$ cat config.mk
export PLATFORM = sky130hd
export DESIGN_NAME = scu_clk_counter
export DESIGN_NICKNAME = d
export VERILOG_FILES = /design/src/rtl/scu_pkg.sv /design/src/rtl/scu_pin_sync.sv /design/src/rtl/scu_count_src.sv /design/src/rtl/scu_counter.sv /design/src/rtl/scu_out_en.sv /design/src/rtl/scu_clk_counter.sv
export SDC_FILE = /design/constraint.sdc
export NUM_CORES = 1
export LEC_CHECK = 0
export ABC_CLOCK_PERIOD_IN_PS = 1300
export BUFFER_PORTS_ARGS = -buffer_cell sky130_fd_sc_hd__buf_2
export CAP_MARGIN = 30
export CELL_PAD_IN_SITES_DETAIL_PLACEMENT = 0
export CELL_PAD_IN_SITES_GLOBAL_PLACEMENT = 1
export CORE_MARGIN = 2
export CORE_UTILIZATION = 35
export DETAILED_ROUTE_END_ITERATION = 12
export PLACE_DENSITY_LB_ADDON = 0.1
export SLEW_MARGIN = 20
export SYNTH_ARGS = -nofsm -noshare
export SYNTH_HDL_FRONTEND = slang
export SYNTH_SLANG_ARGS = --single-unit
$ cat constraint.sdc
create_clock -name clk -period 1.3 [get_ports clk]
set_input_delay 0.39 -clock clk [delete_from_list [all_inputs] [get_ports clk]]
set_output_delay 0.39 -clock clk [all_outputs]
set_load 0.02 [all_outputs]
$ cat src/rtl/scu_pkg.sv
package scu_pkg;
   typedef enum logic [1:0] {
      CS_SOFT  = 2'b00,
      CS_TIMER = 2'b01,
      CS_RISE  = 2'b10,
      CS_FALL  = 2'b11
   } clk_sel_e;

   typedef enum logic [1:0] {
      WM_OFF   = 2'b00,
      WM_DATA  = 2'b01,
      WM_BOTH  = 2'b10,
      WM_BOTH2 = 2'b11
   } wire_mode_e;

   typedef struct packed {
      logic       start_ie;
      logic       ovf_ie;
      wire_mode_e wmode;
      clk_sel_e   csel;
   } ctrl_t;

   localparam int BUS_W = 8;
   localparam logic [1:0] A_CTRL = 2'd0;
   localparam logic [1:0] A_STAT = 2'd1;
   localparam logic [1:0] A_DATA = 2'd2;
   localparam logic [1:0] A_CNT  = 2'd3;
   localparam int BIT_START = 7;
   localparam int BIT_OVF   = 6;
   localparam int BIT_CKSTB = 1;
   localparam int BIT_TGSTB = 0;
endpackage

$ cat src/rtl/scu_pin_sync.sv
module scu_pin_sync #(
   parameter int STAGES = 2
) (
   input  logic clk,
   input  logic rst_n,
   input  logic pin,
   output logic rise,
   output logic fall
);
   generate
      if (STAGES < 2) begin : g_bad_stages
         $error("scu_pin_sync: STAGES must be at least 2");
      end
   endgenerate

   logic [STAGES-1:0] chain;
   logic              last_q;

   generate
      for (genvar i = 0; i < STAGES; i++) begin : g_stage
         if (i == 0) begin : g_first
            always_ff @(posedge clk or negedge rst_n) begin
               if (!rst_n) chain[0] <= 1'b0;
               else        chain[0] <= pin;
            end
         end else begin : g_next
            always_ff @(posedge clk or negedge rst_n) begin
               if (!rst_n) chain[i] <= 1'b0;
               else        chain[i] <= chain[i-1];
            end
         end
      end
   endgenerate

   always_ff @(posedge clk or negedge rst_n) begin
      if (!rst_n) last_q <= 1'b0;
      else        last_q <= chain[STAGES-1];
   end

   assign rise = chain[STAGES-1] & ~last_q;
   assign fall = ~chain[STAGES-1] & last_q;
endmodule

$ cat src/rtl/scu_count_src.sv
module scu_count_src
   import scu_pkg::*;
(
   input  clk_sel_e csel_q,
   input  logic     ctrl_wr,
   input  clk_sel_e csel_wr,
   input  logic     ck_strobe,
   input  logic     tg_strobe,
   input  logic     tmr_match,
   input  logic     pin_rise,
   input  logic     pin_fall,
   output logic     step
);
   logic sw_step;
   logic hw_step;

   always_comb begin
      sw_step = 1'b0;
      if (ctrl_wr && ck_strobe) begin
         if (csel_wr == CS_SOFT)   sw_step = 1'b1;
         else if (csel_wr[1])      sw_step = tg_strobe;
         else                      sw_step = 1'b0;
      end
   end

   always_comb begin
      unique case (csel_q)
         CS_TIMER: hw_step = tmr_match;
         CS_RISE:  hw_step = pin_rise;
         CS_FALL:  hw_step = pin_fall;
         default:  hw_step = 1'b0;
      endcase
   end

   assign step = sw_step | hw_step;
endmodule

$ cat src/rtl/scu_counter.sv
module scu_counter #(
   parameter int CNT_W  = 4,
   parameter int DATA_W = 8
) (
   input  logic              clk,
   input  logic              rst_n,
   input  logic              step,
   input  logic              cnt_load,
   input  logic [CNT_W-1:0]  cnt_val,
   input  logic              ovf_clr,
   input  logic              sdi,
   input  logic              sr_load,
   input  logic [DATA_W-1:0] sr_val,
   output logic [CNT_W-1:0]  count,
   output logic              ovf_flag,
   output logic [DATA_W-1:0] sr_q
);
   localparam logic [CNT_W-1:0] CNT_MAX = {CNT_W{1'b1}};

   logic wrap;
   assign wrap = step && !cnt_load && (count == CNT_MAX);

   always_ff @(posedge clk or negedge rst_n) begin
      if (!rst_n)        count <= '0;
      else if (cnt_load) count <= cnt_val;
      else if (step)     count <= count + 1'b1;
   end

   always_ff @(posedge clk or negedge rst_n) begin
      if (!rst_n)       ovf_flag <= 1'b0;
      else if (wrap)    ovf_flag <= 1'b1;
      else if (ovf_clr) ovf_flag <= 1'b0;
   end

   always_ff @(posedge clk or negedge rst_n) begin
      if (!rst_n)       sr_q <= '0;
      else if (sr_load) sr_q <= sr_val;
      else if (step)    sr_q <= {sr_q[DATA_W-2:0], sdi};
   end
endmodule

$ cat src/rtl/scu_out_en.sv
module scu_out_en
   import scu_pkg::*;
(
   input  wire_mode_e wmode,
   output logic       dout_oe,
   output logic       sclk_oe
);
   always_comb begin
      unique case (wmode)
         WM_OFF:  begin dout_oe = 1'b0; sclk_oe = 1'b0; end
         WM_DATA: begin dout_oe = 1'b1; sclk_oe = 1'b0; end
         default: begin dout_oe = 1'b1; sclk_oe = 1'b1; end
      endcase
   end
endmodule

$ cat src/rtl/scu_clk_counter.sv
module scu_clk_counter
   import scu_pkg::*;
#(
   parameter int CNT_W       = 4,
   parameter int DATA_W      = 8,
   parameter int SYNC_STAGES = 2
) (
   input  logic             clk,
   input  logic             rst_n,
   input  logic             bus_we,
   input  logic [1:0]       bus_addr,
   input  logic [7:0]       bus_wdata,
   output logic [7:0]       bus_rdata,
   input  logic             sclk_pin,
   input  logic             tmr_match,
   input  logic             sdi,
   input  logic             start_hit,
   output logic [CNT_W-1:0] count,
   output logic             sdo,
   output logic             ovf_irq,
   output logic             start_irq,
   output logic             dout_oe,
   output logic             sclk_oe
);
   generate
      if (CNT_W < 1 || CNT_W > 6) begin : g_bad_cnt
         $error("scu_clk_counter: CNT_W must be 1..6");
      end
      if (DATA_W < 2 || DATA_W > BUS_W) begin : g_bad_data
         $error("scu_clk_counter: DATA_W must be 2..8");
      end
   endgenerate

   localparam int STAT_PAD = BUS_W - 2 - CNT_W;
   localparam int DATA_PAD = BUS_W - DATA_W;
   localparam int CNT_PAD  = BUS_W - CNT_W;

   ctrl_t             ctrl_q;
   ctrl_t             ctrl_wr_val;
   logic              ctrl_wr;
   logic              stat_wr;
   logic              data_wr;
   logic              cnt_wr;
   logic              start_flag;
   logic              ovf_flag;
   logic              pin_rise;
   logic              pin_fall;
   logic              cnt_step;
   logic [DATA_W-1:0] sr_q;

   assign ctrl_wr     = bus_we && (bus_addr == A_CTRL);
   assign stat_wr     = bus_we && (bus_addr == A_STAT);
   assign data_wr     = bus_we && (bus_addr == A_DATA);
   assign cnt_wr      = bus_we && (bus_addr == A_CNT);
   assign ctrl_wr_val = ctrl_t'(bus_wdata[7:2]);

   always_ff @(posedge clk or negedge rst_n) begin
      if (!rst_n)       ctrl_q <= '0;
      else if (ctrl_wr) ctrl_q <= ctrl_wr_val;
   end

   always_ff @(posedge clk or negedge rst_n) begin
      if (!rst_n)                            start_flag <= 1'b0;
      else if (start_hit)                    start_flag <= 1'b1;
      else if (stat_wr && bus_wdata[BIT_START]) start_flag <= 1'b0;
   end

   scu_pin_sync #(.STAGES(SYNC_STAGES)) u_sync (
      .clk   (clk),
      .rst_n (rst_n),
      .pin   (sclk_pin),
      .rise  (pin_rise),
      .fall  (pin_fall)
   );

   scu_count_src u_src (
      .csel_q    (ctrl_q.csel),
      .ctrl_wr   (ctrl_wr),
      .csel_wr   (ctrl_wr_val.csel),
      .ck_strobe (bus_wdata[BIT_CKSTB]),
      .tg_strobe (bus_wdata[BIT_TGSTB]),
      .tmr_match (tmr_match),
      .pin_rise  (pin_rise),
      .pin_fall  (pin_fall),
      .step      (cnt_step)
   );

   scu_counter #(.CNT_W(CNT_W), .DATA_W(DATA_W)) u_cnt (
      .clk      (clk),
      .rst_n    (rst_n),
      .step     (cnt_step),
      .cnt_load (cnt_wr),
      .cnt_val  (bus_wdata[CNT_W-1:0]),
      .ovf_clr  (stat_wr && bus_wdata[BIT_OVF]),
      .sdi      (sdi),
      .sr_load  (data_wr),
      .sr_val   (bus_wdata[DATA_W-1:0]),
      .count    (count),
      .ovf_flag (ovf_flag),
      .sr_q     (sr_q)
   );

   scu_out_en u_oe (
      .wmode   (ctrl_q.wmode),
      .dout_oe (dout_oe),
      .sclk_oe (sclk_oe)
   );

   assign sdo       = sr_q[DATA_W-1];
   assign ovf_irq   = ctrl_q.ovf_ie & ovf_flag;
   assign start_irq = ctrl_q.start_ie & start_flag;

   always_comb begin
      unique case (bus_addr)
         A_CTRL:  bus_rdata = {ctrl_q, 2'b00};
         A_STAT:  bus_rdata = {start_flag, ovf_flag, {STAT_PAD{1'b0}}, count};
         A_DATA:  bus_rdata = {{DATA_PAD{1'b0}}, sr_q};
         default: bus_rdata = {{CNT_PAD{1'b0}}, count};
      endcase
   end
endmodule

==> summary.txt, run 1 <==
CTS
  – Longest Clk Path Bufs: 2
  – Reg clk slew, reported paths: 140 ps
  – H-tree levels: 1
  – CTS Hold Bufs: 0
  – Clock buffer count from CTS: 3
  – TritonCTS clock tree: yes
  – Clk Latency, worst-skew pair: 320 ps
  – Clock sinks: 23
  – CTS Root Cell: clkbuf_4

Timing
  – Period minus WS final: 1620 ps
  – Worst Skew: 1.96 ps
  – Final setup viols: 28
  – Final period util: 124%
  – Max Clk Rate: 0.619 GHz
  – Relative slew slack: 64.8%
  – Slew @ Worst Pin: 528 ps
  – RSZ-0062 raised after global routing: true
  – Fin Hold WS: 23.3 ps
  – Hold Violations, Final: 0
  – Final Max Slew Viols: 0
  – Setup ws final: -315 ps

Yosys
  – Syn nets: 137
  – Synth Area in XOR/XNOR: 0.707%
  – Ys Warns: 0
  – Primary FF master, synth: dfrtp_1
  – Number of synthesized flops with an enable pin: 0
  – Post-synth top cells: dfrtp_1 (23), mux2i_1 (15), nor2_1 (12), a21oi_1 (11), nand2_1 (11)
  – Fraction of synthesized area in multiplexers: 18.5%
  – Cells after Synth: 119
  – Synth Area in Compound Gates: 11.8%
  – Post-synthesis adder-cell area fraction: 1.01%
  – Post-synthesis cell area: 1240 µm²
  – Async S/R FF share, synth: 100%
  – Synth area leader: dfrtp_1
  – #FFs+latches synth: 23
  – Post-synth cell types: 33
  – Synth area leaders: dfrtp_1 (46%), mux2i_1 (12%), mux2_2 (5.5%), a21oi_1 (4.4%), nor2_1 (3.6%)
  – Post-synthesis sequential area ratio: 46.5%
  – Largest family of logic cells by synthesized area: multiplexers
  – Synth top area share: 46.5%
  – Cell with the most instances after synthesis: dfrtp_1
  – Mean Syn Cell Area: 10.4 µm²
  – Area share of and/or/nand/nor cells after synthesis: 17.5%

Run status
  – Failing checks: negative setup slack
  – Outcome: finished, violations left

Power and ir drop
  – LEAKAGE: 0.909 nW
  – Total power: 3.39 mW
  – Power Density: 1740 nW/µm²
  – Peak supply drop: 0.000671 V

Routing
  – Iter 0 DRT Violations: 48
  – DRC Markers: 0
  – Post-DRT Antenna Nets: 0
  – Wire length per cell: 14.3 µm
  – Pre-antenna DRT Iters: 4
  – Via count: 1137
  – Vias per cell: 4.88
  – Drt total wl: 3.33 mm

Global routing
  – Gr usage total: 16.9%
  – Grt met1 use: 24.1%
  – GR Util met2: 27.0%
  – Vias in the first global route: 1154
  – Met3 Use GR: 1.79%
  – Initial antenna violation count: 0
  – Busiest grt layer: met2
  – Largest net degree at the start of global routing: 24
  – Grt total ovfl: 0
  – First-pass GRT wire length: 5.33 mm

Worst hold path
  – Hold Crit Class: in2async

Critical path
  – Buf/Inv on CP: 2
  – CP max stage cell: dfrtp_1
  – Critical Path End Type: output pin
  – WP data required: 910 ps
  – CP Max Fanout: 2
  – Crit Path Class: reg2out
  – Crit path largest cell delay: 420 ps
  – Crit-path cells: buf_6, mux2i_4, o21ai_2, buf_6
  – Delay-heaviest family, CP: flip-flops
  – Nature of the critical path startpoint: register
  – Worst path arrival time: 1230 ps
  – Most common cell on crit path: buf_6

Place
  – RePlAce Congestion: 0.798
  – Detail Placement HPWL: 2.36 mm
  – I/O Buffers: 33
  – Worst slack at placement: -242 ps

Final layout
  – Layout Area Growth over Synthesis: 57.3%
  – Nets: 206
  – Antenna cells: 0
  – Layout cell share with drive strength beyond 1: 52.9%

Floorplan
  – Die span in y: 63.5 µm
  – Initial Util: 36.8%
  – Core Footprint: 3360 µm²
  – Num rows: 21
  – Die Footprint: 4030 µm²
  – Die Width: 63.5 µm
  – IO Count: 34

Flow run
  – Max Cap Viol: 0
## cells in the final DEF (no fill, tap or decap), types with 2 or more instances in the layout
| master | netlist | final |
|---|---|---|
| and3_1 | 2 | 2 |
| and2_4 | 0 | 2 |
| dfrtp_1 | 23 | 21 |
| clkbuf_4 | 0 | 3 |
| nand3_1 | 3 | 2 |
| buf_4 | 0 | 30 |
| mux2_2 | 6 | 6 |
| nand3b_1 | 3 | 3 |
| buf_6 | 1 | 25 |
| dfrtp_2 | 0 | 2 |
| nor2_1 | 12 | 10 |
| nand2_1 | 11 | 11 |
| mux2i_1 | 15 | 14 |
| buf_2 | 1 | 16 |
| a22o_1 | 2 | 2 |
| a21oi_1 | 11 | 11 |
| o21ai_2 | 0 | 4 |
| nor2_2 | 0 | 2 |
## per-layer routing
layer,up-vias,wire length (µm)
met3,4,82
met5,-,0
met1,546,1570
li1,563,-
met4,0,33
met2,24,1650
## timing repair
item                                    4_1_cts  5_1_grt
resized for setup                            51        4
pin swaps                                     7        3
endpoints found under the setup margin       30       30
setup buffers                                11        3
gates cloned                                  1        0
## worst paths after layout
path	startpoint	end	slack, ps	cells after the start
max	ctrl_q[1]	bus_rdata[3]	-320	4
min	rst_n	u_sync.chain[1]	20	1
max reg2reg	ctrl_q[1]	u_cnt.count[2]	-310	7
min reg2reg	u_sync.chain[0]	u_sync.chain[1]	370	0
max in group asynchronous	rst_n	u_cnt.count[2]	900	1
min in group clk	sclk_pin	u_sync.chain[0]	160	1
## layout make-up
class | instances | area (µm²)
sequential | 23 | 578
fill | 332 | 1420
clock buffer | 3 | 22.5
timing repair buffer | 71 | 587
multi-input combinational | 88 | 694
clock inverter | 1 | 5.00
inverter | 1 | 3.75
tap | 46 | 57.6
## metrics by stage
stage	std cells	instance area [µm²]	utilization, %	setup TNS [ps]
after global placement	214	1620	48.0	-5080
after global routing	233	1950	57.9	-7120
final	233	1950	57.9	-5610
after CTS	230	1910	56.7	-5570
after floorplan	119	1280	-	-2030
after detailed placement	214	1620	48.0	-4930
## cell families (layout without fill, tap and decap cells)
group                      after synthesis  after routing
AOI/OAI and AO/OA                       24             24
adders and majority gates                1              1
DFF                                     23             23
buffers and inverters                    8             76
muxes                                   22             22
and+or+nand+nor                         40             40
xor gates and xnor gates                 1              1
## state kept, by name (all words and copies together), names as in the netlist
name / cells
start_flag: 1
u_sync.chain: 2
u_cnt.sr_q: 8
ctrl_q: 6
u_cnt.count: 4
u_sync.last_q: 1
u_cnt.ovf_flag: 1
## report_power, final
group          total, mW  switching, mW  internal (mW)
Clock              0.353          0.238          0.115
Combinational       1.89          0.821           1.07
Sequential          1.15          0.200          0.946
Total               3.39           1.26           2.13
Power figures use the tool's default switching activity.
==> run 2, diff against run 1 <==
--- a/config.mk
+++ b/config.mk
@@ -5,15 +5,16 @@
 export SDC_FILE = /design/constraint.sdc
 export NUM_CORES = 1
 export LEC_CHECK = 0
+export ABC_AREA = 1
 export ABC_CLOCK_PERIOD_IN_PS = 1300
 export BUFFER_PORTS_ARGS = -buffer_cell sky130_fd_sc_hd__buf_2
 export CAP_MARGIN = 30
 export CELL_PAD_IN_SITES_DETAIL_PLACEMENT = 0
 export CELL_PAD_IN_SITES_GLOBAL_PLACEMENT = 1
 export CORE_MARGIN = 2
-export CORE_UTILIZATION = 35
+export CORE_UTILIZATION = 34
 export DETAILED_ROUTE_END_ITERATION = 12
-export PLACE_DENSITY_LB_ADDON = 0.1
+export PLACE_DENSITY = 0.79
 export SLEW_MARGIN = 20
 export SYNTH_ARGS = -nofsm -noshare
 export SYNTH_HDL_FRONTEND = slang
==> run 2 against run 1 <==
  * The run still ends with negative setup slack left
  * Routed wire length grew 16%
  * Register-to-register slack gained 310 ps
  * Design area grew 11%
  * Non-clock buffer count shrank 6
  * Maximum frequency grew 6.9%
  * Sequential cell count is the same
  * Worst hold slack gained 60 ps
  * First-iteration DRC count grew 130%
  * Utilization shrank 3.0 points
  * Worst setup slack gained 100 ps
  * Largest cell class unchanged
==> summary.txt, run 2 <==
CTS
  – Clock sinks: 23
  – H-tree levels: 1
  – CTS Hold Bufs: 0
  – Longest Clk Path Bufs: 2
  – Clock buffer count from CTS: 3
  – TritonCTS clock tree: yes
  – Reg clk slew, reported paths: 90 ps
  – CTS Root Cell: clkbuf_8
  – Clk Latency, worst-skew pair: 270 ps

Place
  – Detail Placement HPWL: 2.80 mm
  – Placed cells: 278
  – I/O Buffers: 33
  – RePlAce Congestion: 0.759
  – Dpl cell area: 1770 µm²

Yosys
  – Cell with the most instances after synthesis: nand2_1
  – Post-synthesis adder-cell area fraction: 0.908%
  – Synth area leader: dfrtp_1
  – Mean Syn Cell Area: 7.53 µm²
  – Fraction of synthesized area in multiplexers: 0%
  – #FFs+latches synth: 23
  – Post-synthesis cell area: 1380 µm²
  – Syn nets: 201
  – Synth Area in XOR/XNOR: 0.636%
  – Area share of and/or/nand/nor cells after synthesis: 37.4%
  – Largest family of logic cells by synthesized area: simple AND/OR/NAND/NOR gates
  – Primary FF master, synth: dfrtp_1
  – Post-synth cell types: 28
  – Post-synth top cells: nand2_1 (76), dfrtp_1 (23), inv_1 (15), nand4_1 (13), o21ai_0 (11)
  – Ys Warns: 0
  – Synth Area in Compound Gates: 9.54%
  – Post-synthesis sequential area ratio: 41.8%
  – Number of synthesized flops with an enable pin: 0
  – Cells after Synth: 183
  – Synth top area share: 41.8%
  – Async S/R FF share, synth: 100%
  – Synth area leaders: dfrtp_1 (42%), nand2_1 (21%), nand4_1 (5.9%), inv_1 (4.1%), o21ai_0 (4.0%)

Final layout
  – Layout Area Growth over Synthesis: 57.3%
  – Layout cell share with drive strength beyond 1: 45.1%
  – Most common cell after layout, fill and taps aside: nand2_1
  – Most flop-heavy register: u_cnt.sr_q
  – Nets: 263
  – Most frequent cells in the layout: nand2_1 (62), dfrtp_1 (23), buf_6 (22), buf_4 (22), buf_2 (16)
  – Antenna cells: 0
  – Max FFs per register: 8
  – Finished Layout Cells: 294
  – Filler cells: 369
  – Final Cell Area: 2170 µm²
  – Largest regs: u_cnt.sr_q: 8 flops, ctrl_q: 6 flops, u_cnt.count: 4 flops

Critical path
  – Worst R2R Start: ctrl_q[0]
  – Internal reg-to-reg setup slack: 0 ps
  – FF-to-FF path depth: 9
  – Critical Path End Type: output pin
  – CP Max Fanout: 5
  – WP data required: 910 ps
  – Nature of the critical path startpoint: input port
  – CP startpoint: bus_addr[1]
  – Worst path arrival time: 1120 ps
  – Crit Path Class: in2out

Global routing
  – Gr usage total: 17.5%
  – Grt total ovfl: 0
  – Initial antenna violation count: 0
  – Vias in the first global route: 1260
  – First-pass GRT wire length: 5.93 mm
  – Largest net degree at the start of global routing: 24

Timing
  – TNS Setup: -1600 ps
  – Setup ws final: -211 ps
  – Fin Hold WS: 83.2 ps
  – Final setup viols: 14
  – Final period util: 116%
  – Relative slew slack: 65.0%
  – Max Clk Rate: 0.662 GHz
  – Worst Skew: 3.37 ps
  – Final Max Slew Viols: 0
  – Slew @ Worst Pin: 525 ps
  – Period minus WS final: 1510 ps
  – Hold Violations, Final: 0
  – RSZ-0062 raised after global routing: true

Floorplan
  – Initial Util: 34.9%
  – Die Width: 67.7 µm
  – Die span in y: 67.7 µm
  – Die Footprint: 4580 µm²
  – Core Footprint: 3940 µm²
  – IO Count: 34
  – Num rows: 23

Routing
  – Wire length per cell: 13.1 µm
  – Via count: 1398
  – Vias per cell: 4.76
  – DRC Markers: 0
  – Pre-antenna DRT Iters: 4
  – Iter 0 DRT Violations: 111
  – Post-DRT Antenna Nets: 0
  – Drt total wl: 3.86 mm

Power and ir drop
  – Power Density: 1620 nW/µm²
  – Total power: 3.52 mW
  – P_int: 2.12 mW
  – Clk pwr share: 13.5%
  – Peak supply drop: 0.000568 V
  – Sw Share: 39.8%
  – LEAKAGE: 1.13 nW
  – Combinational power share: 53.8%
  – Psw: 1.40 mW
  – Seq pwr share: 32.6%

Worst hold path
  – Hold Crit Class: in2async

Run status
  – Failing checks: negative setup slack
  – Outcome: finished, violations left

Flow run
  – Max Cap Viol: 0
==> run 2: changes by cell type after synthesis, moves of 6 or more <==
| cell | delta |
|---|---|
| nand2_1 | +65 |
| mux2_2 | -6 |
| nand3_1 | +7 |
| o21ai_0 | +6 |
| mux2i_1 | -15 |
| a21oi_1 | -11 |
| nor2_1 | -11 |
| inv_1 | +14 |
| nand4_1 | +13 |
==> run 2: cells by family after synthesis <==
kind of cell | after synthesis
buf+inv | 28
flops | 23
compound gates | 22
xor+xnor | 1
fa+ha+maj | 1
simple gates | 108
==> run 2: through the flow <==
step / setup WS [ps] / utilization (%)
global route: -245 / 55.0
detailed placement: -306 / 44.9
finish: -211 / 55.0
global placement: -312 / 44.9
floorplan: -118 / -
CTS: -188 / 51.9
==> run 2: area by class of cell <==
type                            instances  area [µm²]  share of cell area (%)
Clock buffer                            3        41.3                    1.91
Clock inverter                          1        7.51                   0.346
Multi-Input combinational cell        132         797                    36.8
Inverter                               20        95.1                    4.39
Timing Repair Buffer                   65         588                    27.1
Tap cell                               50        62.6                    2.89
Sequential cell                        23         576                    26.6
==> run 2: critical path, stage by stage <==
cell,delay (ps)
buf_8,110
inv_8,50
buf_12,100
nand2_8,70
buf_4,140
o21ai_2,120
buf_6,130
==> run 2: power groups by stage <==
stage / registers (mW) / clock network, mW / logic [mW]
2_1_floorplan: 1.21 / 0 / 0.767
3_3_place_gp: 1.13 / 0 / 1.35
3_5_place_dp: 1.13 / 0 / 1.36
4_1_cts: 1.14 / 0.491 / 1.74
5_1_grt: 1.17 / 0.518 / 2.05
6_report: 1.15 / 0.475 / 1.89
==> run 2: what timing repair did <==
item                                    4_1_cts  5_1_grt
setup buffers                                 9        4
gates cloned                                  0        1
pin swaps                                     7       19
endpoints found under the hold margin         0        0
endpoints found under the setup margin       18       28
resized for setup                            54       23
==> run 2: metal layers <==
layer	wire length (µm)	vias to the layer above	share of wire [%]	track usage, %
li1	-	722	-	-
met1	1820	654	47	23.9
met2	1880	18	49	27.9
met3	124	4	3.2	2.50
met4	37	0	0.96	6.12
met5	0	-	0	0
==> run 2: final timing paths <==
check                                   to
min                              ctrl_q[1]
min reg2reg                u_sync.chain[1]
max                           bus_rdata[5]
max in group asynchronous    u_cnt.sr_q[2]
min in group clk           u_sync.chain[0]
max reg2reg                 u_cnt.count[0]
